File: config.mk
export PLATFORM = sky130hd
export DESIGN_NAME = bp_predictor
export DESIGN_NICKNAME = d
export VERILOG_FILES = /design/src/rtl/bp_pkg.sv /design/src/rtl/bp_table.sv /design/src/rtl/bp_ctrl.sv /design/src/rtl/bp_predictor.sv
export SDC_FILE = /design/constraint.sdc
export NUM_CORES = 1
export LEC_CHECK = 0
export BUFFER_PORTS_ARGS = -buffer_cell sky130_fd_sc_hd__buf_2
export CAP_MARGIN = 20
export CELL_PAD_IN_SITES_DETAIL_PLACEMENT = 0
export CELL_PAD_IN_SITES_GLOBAL_PLACEMENT = 2
export CORE_ASPECT_RATIO = 1.75
export CORE_UTILIZATION = 50
export DETAILED_ROUTE_END_ITERATION = 10
export PLACE_DENSITY = 0.83
export SLEW_MARGIN = 25
export SYNTH_ARGS = -nofsm -noshare
export SYNTH_HDL_FRONTEND = slang
export SYNTH_SLANG_ARGS = --single-unit
File: constraint.sdc
create_clock -name clk -period 8.85 [get_ports clk]
set_input_delay 0.885 -clock clk [delete_from_list [all_inputs] [get_ports clk]]
set_output_delay 0.885 -clock clk [all_outputs]
set_load 0.01 [all_outputs]
File: src/rtl/bp_pkg.sv
package bp_pkg;
  typedef logic [1:0] ctr_t;

  localparam ctr_t CTR_SNT = 2'b00;
  localparam ctr_t CTR_WNT = 2'b01;
  localparam ctr_t CTR_WT  = 2'b10;
  localparam ctr_t CTR_ST  = 2'b11;

  // Write strobes from control to the table datapath.
  typedef struct packed {
    logic wrEn;    // write the entry at the resolve index
    logic alloc;   // replace the tag (new entry)
    logic tgtEn;   // write the target field
    ctr_t newCtr;  // counter value to store
  } tblStrobe_t;
endpackage

File: src/rtl/bp_table.sv
module bp_table
  import bp_pkg::*;
#(
  parameter int PC_W  = 32,
  parameter int OFF_W = 16,
  parameter int IDX_W = 4
) (
  input  logic             clk,
  input  logic             rst_n,
  input  logic [PC_W-1:0]  lkPc,
  input  logic [OFF_W-1:0] lkOffset,
  input  logic [PC_W-1:0]  rsPc,
  input  logic [PC_W-1:0]  rsTarget,
  input  tblStrobe_t       stb,
  output logic             lkHit,
  output ctr_t             lkCtr,
  output logic [PC_W-1:0]  lkTarget,
  output logic [PC_W-1:0]  seqPc,
  output logic [PC_W-1:0]  brPc,
  output logic             rsHit,
  output ctr_t             rsCtr
);
  localparam int DEPTH = 1 << IDX_W;
  localparam int TAG_W = PC_W - IDX_W - 2;

  logic [DEPTH-1:0] validQ;
  logic [TAG_W-1:0] tagQ [DEPTH];
  logic [PC_W-1:0]  tgtQ [DEPTH];
  ctr_t             ctrQ [DEPTH];

  logic [IDX_W-1:0] lkIdx, rsIdx;
  logic [TAG_W-1:0] lkTag, rsTag;
  logic             unusedLowBits;

  assign lkIdx = lkPc[IDX_W+1:2];
  assign rsIdx = rsPc[IDX_W+1:2];
  assign lkTag = lkPc[PC_W-1:IDX_W+2];
  assign rsTag = rsPc[PC_W-1:IDX_W+2];
  assign unusedLowBits = ^{lkPc[1:0], rsPc[1:0]};

  // Read ports: combinational, old contents until the edge.
  assign lkHit    = validQ[lkIdx] && (tagQ[lkIdx] == lkTag);
  assign lkCtr    = ctrQ[lkIdx];
  assign lkTarget = tgtQ[lkIdx];
  assign rsHit    = validQ[rsIdx] && (tagQ[rsIdx] == rsTag);
  assign rsCtr    = ctrQ[rsIdx];

  // Address arithmetic for the fall-through and static paths.
  assign seqPc = lkPc + PC_W'(4);
  assign brPc  = lkPc + {{(PC_W-OFF_W){lkOffset[OFF_W-1]}}, lkOffset};

  always_ff @(posedge clk or negedge rst_n) begin
    if (!rst_n)         validQ <= '0;
    else if (stb.wrEn)  validQ[rsIdx] <= 1'b1;
  end

  always_ff @(posedge clk) begin
    if (stb.wrEn) begin
      ctrQ[rsIdx] <= stb.newCtr;
      if (stb.alloc) tagQ[rsIdx] <= rsTag;
      if (stb.tgtEn) tgtQ[rsIdx] <= rsTarget;
    end
  end
endmodule

File: src/rtl/bp_ctrl.sv
module bp_ctrl
  import bp_pkg::*;
#(
  parameter int PC_W    = 32,
  parameter bit ONE_BIT = 1'b0
) (
  input  logic            lkHit,
  input  ctr_t            lkCtr,
  input  logic [PC_W-1:0] lkTarget,
  input  logic [PC_W-1:0] seqPc,
  input  logic [PC_W-1:0] brPc,
  input  logic            lkOffNeg,
  input  logic            rsValid,
  input  logic            rsHit,
  input  ctr_t            rsCtr,
  input  logic            rsTaken,
  input  logic [PC_W-1:0] rsTarget,
  input  logic            rsPredTaken,
  input  logic [PC_W-1:0] rsPredTarget,
  output logic            predTaken,
  output logic [PC_W-1:0] predNextPc,
  output logic            mispredict,
  output tblStrobe_t      stb
);
  ctr_t nextCtr;

  // Dynamic counter when present, displacement sign otherwise.
  always_comb begin
    predTaken = lkHit ? lkCtr[1] : lkOffNeg;
    if (!predTaken)  predNextPc = seqPc;
    else if (lkHit)  predNextPc = lkTarget;
    else             predNextPc = brPc;
  end

  assign mispredict = rsValid &&
                      ((rsTaken != rsPredTaken) ||
                       (rsTaken && (rsTarget != rsPredTarget)));

  generate
    if (ONE_BIT) begin : gLastOutcome
      assign nextCtr = rsTaken ? CTR_ST : CTR_SNT;
    end else begin : gHysteresis
      always_comb begin
        if (!rsHit)                         nextCtr = rsTaken ? CTR_WT : CTR_WNT;
        else if (rsTaken && rsCtr != CTR_ST)   nextCtr = rsCtr + 2'd1;
        else if (!rsTaken && rsCtr != CTR_SNT) nextCtr = rsCtr - 2'd1;
        else                                nextCtr = rsCtr;
      end
    end
  endgenerate

  always_comb begin
    stb.wrEn   = rsValid;
    stb.alloc  = !rsHit;
    stb.tgtEn  = rsTaken || !rsHit;
    stb.newCtr = nextCtr;
  end
endmodule

File: src/rtl/bp_predictor.sv
module bp_predictor
  import bp_pkg::*;
#(
  parameter int PC_W    = 32,
  parameter int OFF_W   = 16,
  parameter int IDX_W   = 4,
  parameter bit ONE_BIT = 1'b0
) (
  input  logic             clk,
  input  logic             rst_n,
  input  logic [PC_W-1:0]  lkPc,
  input  logic [OFF_W-1:0] lkOffset,
  output logic             predHit,
  output logic             predTaken,
  output logic [PC_W-1:0]  predNextPc,
  input  logic             rsValid,
  input  logic [PC_W-1:0]  rsPc,
  input  logic             rsTaken,
  input  logic [PC_W-1:0]  rsTarget,
  input  logic             rsPredTaken,
  input  logic [PC_W-1:0]  rsPredTarget,
  output logic             mispredict
);
  tblStrobe_t      stb;
  ctr_t            lkCtr, rsCtr;
  logic            lkHit, rsHit;
  logic [PC_W-1:0] lkTarget, seqPc, brPc;

  bp_table #(.PC_W(PC_W), .OFF_W(OFF_W), .IDX_W(IDX_W)) uTable (
    .clk(clk), .rst_n(rst_n), .lkPc(lkPc), .lkOffset(lkOffset),
    .rsPc(rsPc), .rsTarget(rsTarget), .stb(stb),
    .lkHit(lkHit), .lkCtr(lkCtr), .lkTarget(lkTarget),
    .seqPc(seqPc), .brPc(brPc), .rsHit(rsHit), .rsCtr(rsCtr)
  );

  bp_ctrl #(.PC_W(PC_W), .ONE_BIT(ONE_BIT)) uCtrl (
    .lkHit(lkHit), .lkCtr(lkCtr), .lkTarget(lkTarget),
    .seqPc(seqPc), .brPc(brPc), .lkOffNeg(lkOffset[OFF_W-1]),
    .rsValid(rsValid), .rsHit(rsHit), .rsCtr(rsCtr),
    .rsTaken(rsTaken), .rsTarget(rsTarget),
    .rsPredTaken(rsPredTaken), .rsPredTarget(rsPredTarget),
    .predTaken(predTaken), .predNextPc(predNextPc),
    .mispredict(mispredict), .stb(stb)
  );

  assign predHit = lkHit;
endmodule

# After elaboration in Yosys (flattened, before gate mapping)
# Memory sizes are Yosys's and may differ from the RTL's.
# Index checks and enable logic that the tools add are counted.
# Widths: inputs -> output; s select.
totals:
  in_bits: 149
  word_cells: 50
  n_memories: 3
  mem_bits_rw: 960
  reg_bits: 16
classes:
  bitwise: 1
  n_lt_le_gt_ge: 3
  addsub: 4
  n_mux: 21
  n_reduce_logical: 12
  n_eq_ne: 5
mem_list:
  columns: ["memory", "words", "width", "read_ports", "rd_ports_with_merged_regs", "write_ports", "line_no", "rtl"]
  rows:
  - ["uTable.tgtQ", 16, 32, 1, 0, 1, "bp_table.sv:28", "logic [PC_W-1:0] tgtQ [DEPTH];"]
  - ["uTable.tagQ", 16, 26, 2, 0, 1, "bp_table.sv:27", "logic [TAG_W-1:0] tagQ [DEPTH];"]
  - ["uTable.ctrQ", 16, 2, 2, 0, 1, "bp_table.sv:29", "ctr_t ctrQ [DEPTH];"]
ops:
  columns: ["cell", "count"]
  rows:
  - ["$mux 32", 2]
  - ["$eq 26x26->1", 2]
  - ["$add 32x3->32 const B", 1]
  - ["$add 32x32->32", 1]
  - ["$ne 32x32->1", 1]
  - ["$or 16x16->16", 1]
  - ["$mux 1", 12]
  - ["$lt 4x5->1 const B", 2]
  - ["$bmux 1 s4", 2]
  - ["$mux 2", 4]
  - ["$logic_and 1x1->1", 7]
  - ["$demux 1 s4", 1]
  - ["$ge 4x1->1 const B", 1]
  - ["$add 2x1->2 const B", 1]
  - ["$logic_not 1->1", 2]
  - ["$logic_or 1x1->1", 2]
  - ["$ne 2x2->1 const B", 1]
  - ["$reduce_bool 2->1", 1]
  - ["$sub 2x1->2 const B", 1]
  - ["$ne 1x1->1", 1]

# Depth between registers and ports, before layout
logic_depth:
  depth_word: 8
  depth_mapped: 17
  mapped_depth_nobuf: 11

# By module
# From an unflattened synthesis, not the netlist that was laid out.
hier_totals:
  cells_unflattened: 2406
  hier_area_um2: 44879.3
by_module_without_submodules:
  columns: ["module", "seq_area_each_um2", "instances", "area_per_inst_um2", "cells_each"]
  rows:
  - ["bp_table", 29228.0, 1, 43760.7, 2237]
  - ["bp_ctrl", 0.0, 1, 1118.6, 169]

# Least setup slack after synthesis
# OpenSTA, ideal clock, no wires.
synth_timing:
  kind: "input-to-reg"
  startpoint: "in rsPc[2]"
  endpoint: "mem uTable.tgtQ[3][0] (enable)"
  cell_stages: 11
  arrival_ps: 4561
  setup_ps: 421
  required_time_ps: 8429
  setup_slack_ps: 3868
  cell_sequence: "clkbuf_1 buf_2 buf_2 mux4_2 mux4_2 xor2_1 nor3_1 nand3_2 nor2_4 buf_6 nor2_1"
synth_via:
  elab_chain_len: 8
synth_rtl:
  columns: ["item", "line_no", "rtl"]
  rows:
  - ["start: declaration", "bp_predictor.sv:17", "input logic [PC_W-1:0] rsPc,"]
  - ["$mem_v2 16x26 or $bmux 1 s4 (tied branches)", null, null]
  - ["$eq 26x26->1 or $mux 1 (tied branches)", "bp_table.sv:45", "assign rsHit = validQ[rsIdx] && (tagQ[rsIdx] == rsTag);"]
  - ["$logic_and 1x1->1", "bp_table.sv:45", null]
  - ["$logic_not 1->1", null, null]
  - ["$logic_or 1x1->1", "bp_ctrl.sv:55", "stb.tgtEn = rsTaken || !rsHit;"]
  - ["$mux 1", "bp_table.sv:61", "if (stb.tgtEn) tgtQ[rsIdx] <= rsTarget;"]
  - ["$mux 1", "bp_table.sv:58", "if (stb.wrEn) begin"]
  - ["$mux 1 (not written as such)", "bp_table.sv:61", null]
  - ["end: declaration", "bp_table.sv:28", null]
# Several ways; a longest one is shown, not always the timed one. The select of a mux whose other input is x is not followed.

# Worst setup path in the final report
layout_timing:
  startpoint: "in lkPc[3]"
  endpoint: "out predNextPc[29]"
layout_via:
  elab_chain_len: 5
layout_rtl:
  columns: ["item", "line_no", "rtl"]
  rows:
  - ["start: declaration", "bp_predictor.sv:11", "input logic [PC_W-1:0] lkPc,"]
  - ["$mem_v2 16x26 or $bmux 1 s4 (tied branches)", null, null]
  - ["$eq 26x26->1 or $mux 1 (tied branches)", "bp_table.sv:42", "assign lkHit = validQ[lkIdx] && (tagQ[lkIdx] == lkTag);"]
  - ["$logic_and 1x1->1", "bp_table.sv:42", null]
  - ["$mux 32 or $mux 1 (tied branches)", "bp_ctrl.sv:31, bp_ctrl.sv:29", null]
  - ["$mux 32 (*)", "bp_ctrl.sv:30", "if (!predTaken) predNextPc = seqPc;"]
  - ["end: declaration", "bp_predictor.sv:15", "output logic [PC_W-1:0] predNextPc,"]
# Every way passes the cells marked *; elsewhere a longest branch is shown, timed or not. The select of a mux whose other input is x is not followed.

==> results.md <==
* Full die area at 0.0914 sq mm
* Required time of the critical path at 7970 ps
* GRT overflow at 0
* Drt total wl at 128000 um
* Standard-cell row count at 145
* Portion of the clock cycle consumed by the worst path in the final layout at 77.5%
* Cts hold-fix bufs at 0
* Synth Area in Simple Gates at 3.50%
* Power share of the combinational group at 10.4%
* Total net switching power at 0.00241 W
* Setup repair after global routing missed its margin: no
* Seq cells post-synth at 976
* Top fanout value on the critical path at 58
* Area contributors post-synth: sky130_fd_sc_hd__edfxtp_1 64%, sky130_fd_sc_hd__mux4_2 20%, sky130_fd_sc_hd__xnor2_1 1.7%
* Cell area after synthesis at 0.0451 sq mm
* Clk Latency, worst-skew pair at 690 ps
* Run status: finished, final reports clean
* Critical Path Source Type: input port
* Final number of hold-violating endpoints at 0
* Total CTS buffers at 88
* Total Routing Usage GR at 28.3%
* Number of enable-type register cells in the synthesized netlist at 960
* Share of the yosys chip area belonging to registers at 64.8%
* Number of DRC violations after detailed routing at 0
* Crit path from: lkPc[3]
* Most used DFF post-synth: sky130_fd_sc_hd__edfxtp_1
* Mux cell area share after synthesis at 22.1%
* Number of detailed-routing iterations run before antenna repair at 6
* Sum of negative setup slack at 0 ps
* Clock share of power at 39.2%
* Post-layout net count at 2760
* Type of destination of the critical path: output pin
* Max-slew headroom at the worst pin at 28.1%
* Number of endpoints failing setup at the final stage at 0
* Initial core utilization at 50.5%
* Area of the multi-input gates at 0.0151 sq mm
* Count of final max-slew check failures at 0
* Post-synthesis cell type count at 76
* Power density over the cells at 205 mW/mm^2
* Area fraction of the dominant cell type after synthesis at 64.0%
* Average cell area after synthesis at 18.8 sq um
* Die span in x at 229 um
* Reg2Reg Launch Point: uTable.tagQ[11][4]$_DFFE_PP_
* CTS sink count at 976
* Most common library cell in the layout ignoring fill and taps: sky130_fd_sc_hd__edfxtp_1
* Skew final at 28.2 ps
* Number of buffers inserted by port buffering at 181
* Clock root cell: sky130_fd_sc_hd__clkbuf_16
* Final Instance Count excl. Fillers at 3826
* Vias after detailed routing at 25100
* Instance count of the mapped netlist at 2392
* CTS tree: yes
* Flop pwr share at 50.5%
* Die span in y at 399 um
* HPWL after DPL at 81000 um
* First-iteration detailed-routing DRC count at 2473
* Design internal power at 0.00794 W
* Number of max-cap violations at 0
* Relative area change from synthesis to final layout at 11.9%
* Adder and majority cell fraction of the synthesized area at 0.988%
* Share of cells above drive strength 1 at 31.5%
* Number of antenna violations at the first check in global routing at 11
* Final estimated routing congestion in global placement at 0.907
* Deepest level of the CTS H-tree at 3
* Final min period at 6860 ps
* Proportion of register bits with asynchronous set or reset after synthesis at 1.64%
* Setup bufs post-CTS at 0
* I/O pin cnt at 184
* Syn nets at 2576
* Crit path arrival time at 5970 ps
* Highest-count cells in the layout ignoring fill and taps: 960 x sky130_fd_sc_hd__edfxtp_1, 397 x sky130_fd_sc_hd__mux4_2, 174 x sky130_fd_sc_hd__buf_2
* Compound-Gate Fraction of Synth Area at 3.73%
* Vias in the first global route at 26100
* Antenna diode instance count at 0
* Core area at 0.0893 sq mm
* Slew @ Worst Pin at 1070 ps
* CTS resizes at 0
* First-pass GRT wire length at 182000 um
* Filler Cell Count at 6748
* Clock transition time at the flip-flop clock pins of the worst setup and hold paths at 70 ps
* Largest net degree at the start of global routing at 92
* Cell type contributing the most total cell area after synthesis: sky130_fd_sc_hd__edfxtp_1
* Average wire per standard cell at 33.3 um
* Area taken by flip-flops and latches at 0.0292 sq mm
* Longest Clk Path Bufs at 3
* Switching power as a share of total power at 23.3%
* Leakage power of the design at 16.4 nW
* Highest ir drop seen on vdd at 207 uV
* Main combinational cell family by area after synthesis: multiplexers
* Drt via density at 6.56
* Setup CP Type: input port to output pin
* Xor and xnor area share after synthesis at 2.62%
* Classification of the worst-slack hold path: input port to async pin
* Yosys warnings at 0
* Post-placement cell count at 3662
* Count of nets left with antenna violations after detail routing at 0
* Maximum clock rate at 0.146 GHz
[critical path: stages]
cell and delay (ps):
sky130_fd_sc_hd__buf_8 370, sky130_fd_sc_hd__buf_4 600, sky130_fd_sc_hd__mux4_2 570, sky130_fd_sc_hd__mux2i_1 250
sky130_fd_sc_hd__xor2_1 170, sky130_fd_sc_hd__nand2_1 80, sky130_fd_sc_hd__nor4_1 790, sky130_fd_sc_hd__o21a_1 180
sky130_fd_sc_hd__and4_2 650, sky130_fd_sc_hd__buf_4 510, sky130_fd_sc_hd__nor3_1 120, sky130_fd_sc_hd__a221oi_2 470
sky130_fd_sc_hd__buf_2 230
[sequential cells by signal, indices dropped and copies added, names as in the netlist]
signal / cells
uTable.tgtQ: 512
uTable.ctrQ: 32
uTable.validQ: 16
uTable.tagQ: 416
[cell families after synthesis]
logic type	count (synthesis)
AO/OA/AOI/OAI	253
XOR/XNOR	135
adder cells (fa/ha/maj)	35
buffers and inverters	187
flip-flops	976
multiplexers	489
AND/OR/NAND/NOR	317
[synthesized netlist by cell type (16+ instances only)]
master                     count
sky130_fd_sc_hd__clkbuf_1     55
sky130_fd_sc_hd__buf_2        45
sky130_fd_sc_hd__nand3_1      19
sky130_fd_sc_hd__o21ai_0      37
sky130_fd_sc_hd__mux4_2      397
sky130_fd_sc_hd__inv_1        42
sky130_fd_sc_hd__a21oi_1      72
sky130_fd_sc_hd__ha_1         34
sky130_fd_sc_hd__nor3_1       19
sky130_fd_sc_hd__xor2_1       48
sky130_fd_sc_hd__edfxtp_1    960
sky130_fd_sc_hd__o22ai_1      17
sky130_fd_sc_hd__a21o_1       17
sky130_fd_sc_hd__a211oi_1     21
sky130_fd_sc_hd__buf_4        21
sky130_fd_sc_hd__dfrtp_1      16
sky130_fd_sc_hd__nand2b_1     32
sky130_fd_sc_hd__buf_6        16
sky130_fd_sc_hd__mux2i_1      75
sky130_fd_sc_hd__nand4_1      28
sky130_fd_sc_hd__nand2_1      61
sky130_fd_sc_hd__nor2_1       96
sky130_fd_sc_hd__xnor2_1      87
[path summary, 6_finish.rpt]
check,slack (ps),cells after the start,endpoint
setup / recovery,1990,13,predNextPc[29]
hold / removal,110,1,uTable.validQ[0]$_DFFE_PN0P_
setup reg to reg,4100,9,uTable.ctrQ[11][1]$_DFFE_PP_
hold reg to reg,500,1,uTable.validQ[5]$_DFFE_PN0P_
max in group asynchronous,8450,1,uTable.validQ[12]$_DFFE_PN0P_
min in group clk,500,1,uTable.validQ[5]$_DFFE_PN0P_
[stage by stage]
step / setup slack, ps / power (W) / cell area, sq um / hold slack [ps] / utilization, %
finish: 1990 / 0.0104 / 50400 / 112 / 56.5
global route: 1780 / 0.0106 / 50400 / 119 / 56.5
CTS: 1950 / 0.0104 / 50400 / 82.7 / 56.5
detailed placement: 1960 / 0.00640 / 47400 / 480 / 53.1
global placement: 1950 / 0.00637 / 47300 / 462 / 53.0
floorplan: 3870 / 0.00598 / 45100 / 446 / -
[layout make-up]
type | instances | share of cell area (%)
clock buffers | 96 | 4.51
repair buffers | 238 | 2.82
inverters | 43 | 0.320
multi-input cells | 1229 | 29.9
clock inverters | 68 | 1.58
flip-flops and latches | 976 | 57.9
well taps | 1176 | 2.92
[power groups by stage]
stage | registers [W] | logic (W) | clock network [W]
floorplan | 0.00531 | 0.000670 | 0
global placement | 0.00531 | 0.00106 | 0
detailed placement | 0.00532 | 0.00107 | 0
CTS | 0.00522 | 0.00108 | 0.00411
global route | 0.00523 | 0.00113 | 0.00424
finish | 0.00522 | 0.00107 | 0.00406
[layer usage]
metal,vias up,GRT usage (%),part of all wire [%]
met5,-,0,0.084
met4,16,13.0,4.6
met3,250,4.31,7.4
met2,1256,49.5,52
met1,13200,34.7,36
li1,10300,-,-
Power figures use the tool's default switching activity.
